`src/rtl/watch_pkg.sv`:
```
package watch_pkg;

    localparam int NUM_SLOTS = 4;
    localparam int REG_W     = 32;
    localparam int IDX_W     = 3;
    localparam int FIELD_LSB = 16;
    localparam int FIELD_W   = 4;

    localparam logic [IDX_W-1:0] IDX_STATUS = 3'd6;
    localparam logic [IDX_W-1:0] IDX_CTRL   = 3'd7;

    localparam logic [REG_W-1:0] STAT_FIXED_ONES = 32'hFFFF0FF0;
    localparam logic [REG_W-1:0] CTRL_KEEP       = 32'hFFFF03FF;
    localparam logic [REG_W-1:0] LOCAL_EN_MASK   = 32'h00000055;

    typedef enum logic [1:0] {
        KIND_FETCH = 2'd0,
        KIND_READ  = 2'd1,
        KIND_WRITE = 2'd2,
        KIND_IDLE  = 2'd3
    } acc_kind_e;

    typedef enum logic [1:0] {
        RW_EXEC  = 2'b00,
        RW_WRITE = 2'b01,
        RW_NEVER = 2'b10,
        RW_DATA  = 2'b11
    } rw_sel_e;

    typedef struct packed {
        logic [1:0] len;
        rw_sel_e    rw;
        logic       en_local;
        logic       en_global;
    } slot_cfg_t;

    function automatic slot_cfg_t slot_cfg(input logic [REG_W-1:0] ctrl, input int n);
        slot_cfg_t c;
        logic [FIELD_W-1:0] f;
        f           = ctrl[FIELD_LSB + FIELD_W*n +: FIELD_W];
        c.rw        = rw_sel_e'(f[1:0]);
        c.len       = f[3:2];
        c.en_local  = ctrl[2*n];
        c.en_global = ctrl[2*n + 1];
        return c;
    endfunction

    // bytes covered minus one, per length code
    function automatic logic [2:0] len_span(input logic [1:0] code);
        case (code)
            2'b00:   return 3'd0;
            2'b01:   return 3'd1;
            2'b11:   return 3'd3;
            default: return 3'd7;
        endcase
    endfunction

    function automatic logic [2:0] size_span(input logic [1:0] sz);
        case (sz)
            2'd0:    return 3'd0;
            2'd1:    return 3'd1;
            2'd2:    return 3'd3;
            default: return 3'd7;
        endcase
    endfunction

    function automatic logic kind_allowed(input rw_sel_e rw, input acc_kind_e k);
        case (rw)
            RW_EXEC:  return k == KIND_FETCH;
            RW_WRITE: return k == KIND_WRITE;
            RW_DATA:  return (k == KIND_READ) || (k == KIND_WRITE);
            default:  return 1'b0;
        endcase
    endfunction

endpackage

```
`src/rtl/watch_slot_cmp.sv`:
```
module watch_slot_cmp
    import watch_pkg::*;
#(
    parameter int ADDR_W = 32
) (
    input  slot_cfg_t           cfg,
    input  logic [ADDR_W-1:0]   slot_addr,
    input  logic                acc_valid,
    input  logic [ADDR_W-1:0]   acc_addr,
    input  logic [1:0]          acc_size,
    input  acc_kind_e           acc_kind,
    output logic                hit
);
    localparam int AW1 = ADDR_W + 1;

    logic [AW1-1:0] slot_lo, slot_hi, acc_lo, acc_hi;
    logic           armed, kind_ok, overlap;

    always_comb begin
        slot_lo = {1'b0, slot_addr & ~ADDR_W'(len_span(cfg.len))};
        slot_hi = slot_lo + AW1'(len_span(cfg.len));
        acc_lo  = {1'b0, acc_addr};
        acc_hi  = acc_lo + AW1'(size_span(acc_size));
        armed   = cfg.en_local | cfg.en_global;
        kind_ok = kind_allowed(cfg.rw, acc_kind);
        overlap = (acc_lo <= slot_hi) && (slot_lo <= acc_hi);
        hit     = acc_valid && armed && kind_ok && overlap;
    end
endmodule

```
`src/rtl/watch_regs.sv`:
```
module watch_regs
    import watch_pkg::*;
#(
    parameter int ADDR_W = 32
) (
    input  logic                 clk,
    input  logic                 rst,
    input  logic [IDX_W-1:0]     reg_idx,
    input  logic                 reg_wr,
    input  logic [REG_W-1:0]     reg_wdata,
    input  logic                 task_switch,
    input  logic [NUM_SLOTS-1:0] slot_hits,
    output logic [ADDR_W-1:0]    addr_q [NUM_SLOTS],
    output logic [REG_W-1:0]     ctrl_q,
    output logic [REG_W-1:0]     stat_val,
    output logic [REG_W-1:0]     rdata
);
    logic [REG_W-1:0] stat_q, stat_d, ctrl_d;

    always_comb begin
        ctrl_d = ctrl_q;
        if (reg_wr && reg_idx == IDX_CTRL)
            ctrl_d = reg_wdata & CTRL_KEEP;
        if (task_switch)
            ctrl_d = ctrl_d & ~LOCAL_EN_MASK;
    end

    always_comb begin
        stat_d = stat_q;
        if (reg_wr && reg_idx == IDX_STATUS)
            stat_d = reg_wdata & ~STAT_FIXED_ONES;
        stat_d[NUM_SLOTS-1:0] = stat_d[NUM_SLOTS-1:0] | slot_hits;
    end

    always_ff @(posedge clk) begin
        if (rst) begin
            ctrl_q <= '0;
            stat_q <= '0;
            for (int i = 0; i < NUM_SLOTS; i++)
                addr_q[i] <= '0;
        end else begin
            ctrl_q <= ctrl_d;
            stat_q <= stat_d;
            for (int i = 0; i < NUM_SLOTS; i++)
                if (reg_wr && reg_idx == IDX_W'(i))
                    addr_q[i] <= reg_wdata[ADDR_W-1:0];
        end
    end

    assign stat_val = stat_q | STAT_FIXED_ONES;

    always_comb begin
        rdata = '0;
        for (int i = 0; i < NUM_SLOTS; i++)
            if (reg_idx == IDX_W'(i))
                rdata = REG_W'(addr_q[i]);
        if (reg_idx == IDX_STATUS)
            rdata = stat_val;
        if (reg_idx == IDX_CTRL)
            rdata = ctrl_q;
    end
endmodule

```
`src/rtl/watch_unit.sv`:
```
module watch_unit
    import watch_pkg::*;
#(
    parameter int ADDR_W = 32
) (
    input  logic              clk,
    input  logic              rst,
    input  logic [2:0]        reg_idx,
    input  logic              reg_wr,
    input  logic [31:0]       reg_wdata,
    output logic [31:0]       reg_rdata,
    input  logic              acc_valid,
    input  logic [ADDR_W-1:0] acc_addr,
    input  logic [1:0]        acc_size,
    input  logic [1:0]        acc_kind,
    input  logic              task_switch,
    output logic              trap,
    output logic [31:0]       status_out
);
    logic [ADDR_W-1:0]    addr_q [NUM_SLOTS];
    logic [REG_W-1:0]     ctrl_q;
    logic [NUM_SLOTS-1:0] hits;
    acc_kind_e            kind;

    assign kind = acc_kind_e'(acc_kind);

    watch_regs #(.ADDR_W(ADDR_W)) u_regs (
        .clk         (clk),
        .rst         (rst),
        .reg_idx     (reg_idx),
        .reg_wr      (reg_wr),
        .reg_wdata   (reg_wdata),
        .task_switch (task_switch),
        .slot_hits   (hits),
        .addr_q      (addr_q),
        .ctrl_q      (ctrl_q),
        .stat_val    (status_out),
        .rdata       (reg_rdata)
    );

    for (genvar s = 0; s < NUM_SLOTS; s++) begin : g_slot
        slot_cfg_t cfg_s;
        assign cfg_s = slot_cfg(ctrl_q, s);
        watch_slot_cmp #(.ADDR_W(ADDR_W)) u_cmp (
            .cfg       (cfg_s),
            .slot_addr (addr_q[s]),
            .acc_valid (acc_valid),
            .acc_addr  (acc_addr),
            .acc_size  (acc_size),
            .acc_kind  (kind),
            .hit       (hits[s])
        );
    end

    always_ff @(posedge clk) begin
        if (rst) trap <= 1'b0;
        else     trap <= |hits;
    end
endmodule

```
`config.mk`:
```
export PLATFORM = sky130hd
export DESIGN_NAME = watch_unit
export DESIGN_NICKNAME = d
export VERILOG_FILES = /design/src/rtl/watch_pkg.sv /design/src/rtl/watch_slot_cmp.sv /design/src/rtl/watch_regs.sv /design/src/rtl/watch_unit.sv
export SDC_FILE = /design/constraint.sdc
export NUM_CORES = 1
export LEC_CHECK = 0
export ABC_AREA = 1
export BUFFER_PORTS_ARGS = -buffer_cell sky130_fd_sc_hd__buf_2
export CAP_MARGIN = 20
export CORE_MARGIN = 4
export CORE_UTILIZATION = 30
export CTS_BUF_LIST = sky130_fd_sc_hd__clkbuf_16
export DETAILED_ROUTE_END_ITERATION = 10
export SLEW_MARGIN = 10
export SYNTH_ARGS = -nofsm -noshare
export SYNTH_HDL_FRONTEND = slang
export SYNTH_SLANG_ARGS = --single-unit
export TNS_END_PERCENT = 50
```
`constraint.sdc`:
```
create_clock -name clk -period 3.5 [get_ports clk]
set_input_delay 0.525 -clock clk [delete_from_list [all_inputs] [get_ports clk]]
set_output_delay 0.525 -clock clk [all_outputs]
set_load 0.05 [all_outputs]
```
After elaboration in Yosys (flattened, before gate mapping) --
Cells that the tools add are included. W data, S select, Z words.
Word-level totals: register bits 169, input bits 76, output and inout port bits 65, logic and storage cells 113
Cells by class: add/sub/neg operators 5, order comparisons 8, equal/unequal tests 25, multiplexer cells 17, bitwise logic cells 13, reduce and logical (&&, ||, !) cells 36
Operators by type and width (number):
- $le A32 B33 Y1 | 8
- $mux W32 | 7
- $add A32 B3 Y33 | 5
- $and A32 B32 Y32 | 4
- $not A3 Y32 | 4
- $pmux W3 S3 | 5
- $logic_and A1 B1 Y1 | 22
- $eq A2 B1 Y1 const B | 10
- $eq A2 B2 Y1 const B | 10
- $logic_not A2 Y1 | 10
- $pmux W1 S3 | 4
- $eq A3 B2 Y1 const B | 2
- $eq A3 B3 Y1 const B | 2
- $mux W4 | 1
- $or A1 B1 Y1 | 4
- $or A4 B4 Y4 | 1
- $reduce_or A4 Y1 | 1
- $eq A3 B1 Y1 const B | 1
- $logic_not A3 Y1 | 1
- $reduce_or A2 Y1 | 1
- $logic_or A1 B1 Y1 | 1

Longest topological paths before layout --
word-level depth 9, gate-level depth with buffers 29, mapped depth without buffers 29

Cells and area by module --
Synthesis repeated with hierarchy kept, for this count alone.
Unflattened totals: cells, all modules 3053, area, all modules 19672.6 um2
By module, submodules not included:
- watch_slot_cmp at g_slot[0].u_cmp ... | instances 3, cells an instance 488, area each 3042.9 um2
- watch_regs | instances 1, cells an instance 1086, area each 7423.4 um2
- watch_slot_cmp at g_slot[1].u_cmp | instances 1, cells an instance 499, area each 3088.0 um2
- watch_unit | instances 1, cells an instance 4, area each 32.5 um2

Worst setup path before layout --
Ideal clock, no wire load.
path type input -> register, start point in acc_size[1], end point reg trap, setup time 0.112 ns, arrival time 3.440 ns, required time 3.388 ns, path slack -0.052 ns, stages on the path 24, buffers on the path 0, path through or2_2 ha_1 fa_1 nand3_1 nand2_2 nand3_1 nor3_2 nand2_1 nor3_2 nand3_1 xor2_1 ha_1 nand2_1 nor3_1 a21boi_0 nand2_1 nand2_1 inv_1 nand2_1 nand2_1 nand2_1 nand3_2 nor2_1 nor2_2
Between the ends: cells in the longest elaborated chain, start to end 7, elaborated cells on any way between the ends 18
RTL lines:
- start, declared | RTL line watch_unit.sv:14 | input logic [1:0] acc_size,
- $eq A2 B2 Y1 (tied with other cells) | RTL line watch_pkg.sv:59 | case (sz)
- $pmux W3 S3 * | RTL line watch_pkg.sv:59
- $add A32 B3 Y33 * | RTL line watch_slot_cmp.sv:23 | acc_hi = acc_lo + AW1'(size_span(acc_size));
- $le A32 B33 Y1 | RTL line watch_slot_cmp.sv:26 | overlap = (acc_lo <= slot_hi) && (slot_lo <= acc_hi);
- $logic_and A1 B1 Y1 | RTL line watch_slot_cmp.sv:26
- $logic_and A1 B1 Y1 | RTL line watch_slot_cmp.sv:27 | hit = acc_valid && armed && kind_ok && overlap;
- $reduce_or A4 Y1 * | RTL line watch_unit.sv:57 | else trap <= |hits;
- end signal, assigned | RTL line watch_unit.sv:57
- end, declared | RTL line watch_unit.sv:17 | output logic trap,
Every way passes the cells marked *; elsewhere a longest branch is shown, timed or not. A chain may end at the register's enable or synchronous reset.

Worst setup path after layout --
Same ends and word-level chain as after synthesis.

==> reports/qor.csv <==
metric,value,unit
clk_latency,510,ps
critPathKind,in -> reg,
grt_max_degree,65,
fmax,287,MHz
post-route-drc-count,0,
relSlewSlack,40.7,%
use_met3,4.00,%
gr-usage-all-layers,24.9,%
syn_avg_cell_area,6.98,um^2
initial_core_util,30.5,%
crit_cells,29,
path_buf_inv,5,
skew,8.41,ps
h-tree-depth,4,
die_h,235,um
gr-usage-met2,38.6,%
synthDistinctLibCells,56,
use_met1,34.6,%
yosysWarnings,0,
crit_path_end_kind,flop,
ir_drop,0.378,mV
cp.arrival,3930,ps
ys_seq_elements,163,
critPathCapture,trap,
via_per_inst,5.32,
clock_sinks,163,
post-dp-hpwl,57700,um
grt_pass1_vias,15900,
grt_pass1_wl,104000,um
synth_cells,2208,
nets,2791,
layout-drive-gt1-share,18.0,%
setup_viol,0,
final_common_cell,nand2_1,
r2r_start,u_regs.addr_q[112],
tns,0,ps
n_fill_cell,5422,
crit_path_max_fanout,3,
syn_area,15400,um^2
yosys_most_used_dff,dfxtp_1,
synth-edff-count,0,
area_growth,22.7,%
min_period,3480,ps
rows,82,
rr_worst_depth,13,
io_pins,141,
cellPowerDensity,306,nW/um^2
design.die.area,55100,um^2
critPathTopFamily,simple AND/OR/NAND/NOR gates,
drv_slew,0,
crit_top_cell,nand2_1,
cpPeakStageDelay,340,ps
clk_root_buffer_cell,clkbuf_16,
gp_congestion,0.986,
r2r-end,u_regs.stat_q[0],
cts_buffers,17,
final_cell_mix,"370 x nand2_1, 286 x a21oi_1, 258 x ha_1, 243 x inv_1, 195 x o21ai_0",
avgRoutedWirePerCell,22.5,um
wirelength,70600,um
maxCapViolCount,0,
yosysSeqAreaShare,21.2,%
placed_cell_area,17800,um^2
crit_start,acc_size[1],
grt_overflow,0,
crit_slowest_cell,fa_2,
async_reset_ff_share,0,%
port_buffers,116,
critical_path.startpoint_type,input pin,
reg2reg_slack,670,ps
critical_path_required,3940,ps
first_iter_violations,1613,
final_area,18900,um^2
finalCritPeriodShare,99.5,%
hold_buffers,0,
vias,16700,
rsz0062_at_grt,yes,
worst_pin_slew,883,ps
status,finished clean,
ant_nets,0,
cts_tree,built,
grt_most_used_layer,met2,
cellLeakagePower,8.43,nW
final_hold_viol_count,0,
clock_path_buffers,2,
grt_antenna_before_repair,0,
coreArea,50500,um^2
clk_pin_slew,70,ps
drtPass1Iterations,6,
die_w,235,um
hold_class,in -> reg,
kinds of logic after synthesis:
kind of cell,synth area share (%)
compound gates,20.9
flops,21.2
other cells,0.0487
buf+inv,9.06
fa+ha+maj,21.6
xor+xnor,5.06
simple gates,22.2
power breakdown:
part           leakage (nW)  switching (mW)  total (mW)  internal (mW)
Sequential             1.32          0.0815        2.00           1.92
Combinational          6.79            1.07        1.62          0.553
Clock                 0.312           0.907        2.16           1.26
Total                  8.43            2.06        5.79           3.73
metal layers:
| layer | wire length (um) | part of all wire, % | up-vias |
|---|---|---|---|
| li1 | - | - | 8028 |
| met1 | 32400 | 46 | 7866 |
| met2 | 30800 | 44 | 660 |
| met3 | 4670 | 6.6 | 113 |
| met4 | 2690 | 3.8 | 0 |
| met5 | 0 | 0 | - |
synth_stat cells, types with 3 or more instances:
cell type,instances,share of area [%]
o2111ai_1,25,1.4
o22ai_1,32,1.3
inv_1,249,6.1
nor2_2,11,0.45
and3_1,3,0.12
clkbuf_1,59,1.4
buf_4,24,1.2
a211oi_1,4,0.19
buf_1,5,0.12
a21o_1,5,0.24
a21oi_1,290,9.4
nand3_2,7,0.45
a31oi_1,3,0.12
xor2_1,69,3.9
o21ai_0,198,6.4
inv_2,9,0.22
nand4_1,36,1.5
xnor2_1,20,1.1
o21bai_1,3,0.15
nor2_4,4,0.29
nor2_1,152,3.7
nor3_2,4,0.26
o21ai_1,3,0.097
nor4_1,20,0.81
o211ai_1,9,0.44
o21a_1,7,0.34
nand3b_1,3,0.15
ha_1,265,22
nand3_1,63,2.0
nand2_1,383,9.3
dfxtp_1,163,21
nor3_1,37,1.2
nand2_2,10,0.41
final cells by class:
cell class	instances	area, um^2	area share [%]
multi-input combinational	1723	11200	59.4
inverter	260	977	5.17
antenna	1	2.50	0.0132
clock buffer	17	425	2.25
tap	672	841	4.45
clock inverter	15	214	1.13
sequential	163	3260	17.3
timing repair buffer	284	1950	10.3
what timing repair did:
item,in CTS,in global routing
resized for setup,56,24
buffers inserted,7,3
setup endpoints to repair,5,5
pin swaps,30,14
worst min-delay path by stage:
stage	startpoint	endpoint	slack [ps]	cells after the start
6_report	reg_wdata[10]	u_regs.addr_q[42]	340	3
5_1_grt	rst	trap	340	2
4_1_cts	rst	trap	290	2
3_5_place_dp	u_regs.stat_q[15]	u_regs.stat_q[15]	460	2
3_3_place_gp	u_regs.stat_q[15]	u_regs.stat_q[15]	460	2
2_1_floorplan	u_regs.ctrl_q[4]	u_regs.ctrl_q[4]	440	2
flip-flops by register name (all words and copies together) (netlist names):
| register | cells |
|---|---|
| u_regs.stat_q | 8 |
| u_regs.addr_q | 128 |
| trap | 1 |
| u_regs.ctrl_q | 26 |
worst min-delay path, cell delays in order:
cell,delay [ps]
buf_2,140
nor2_1,60
nor2_1,90
stage by stage:
stage	hold WS, ps	util (%)	total power [mW]	worst slack, ps	instances
3_3_place_gp	455	35.3	3.56	-754	3092
3_5_place_dp	456	35.3	3.58	-773	3092
6_report	337	37.5	5.79	17.9	3135
4_1_cts	293	37.2	5.77	11.3	3131
2_1_floorplan	444	-	2.93	14.0	2234
5_1_grt	336	37.5	6.04	-154	3134
(Power assumes the default switching activity.)
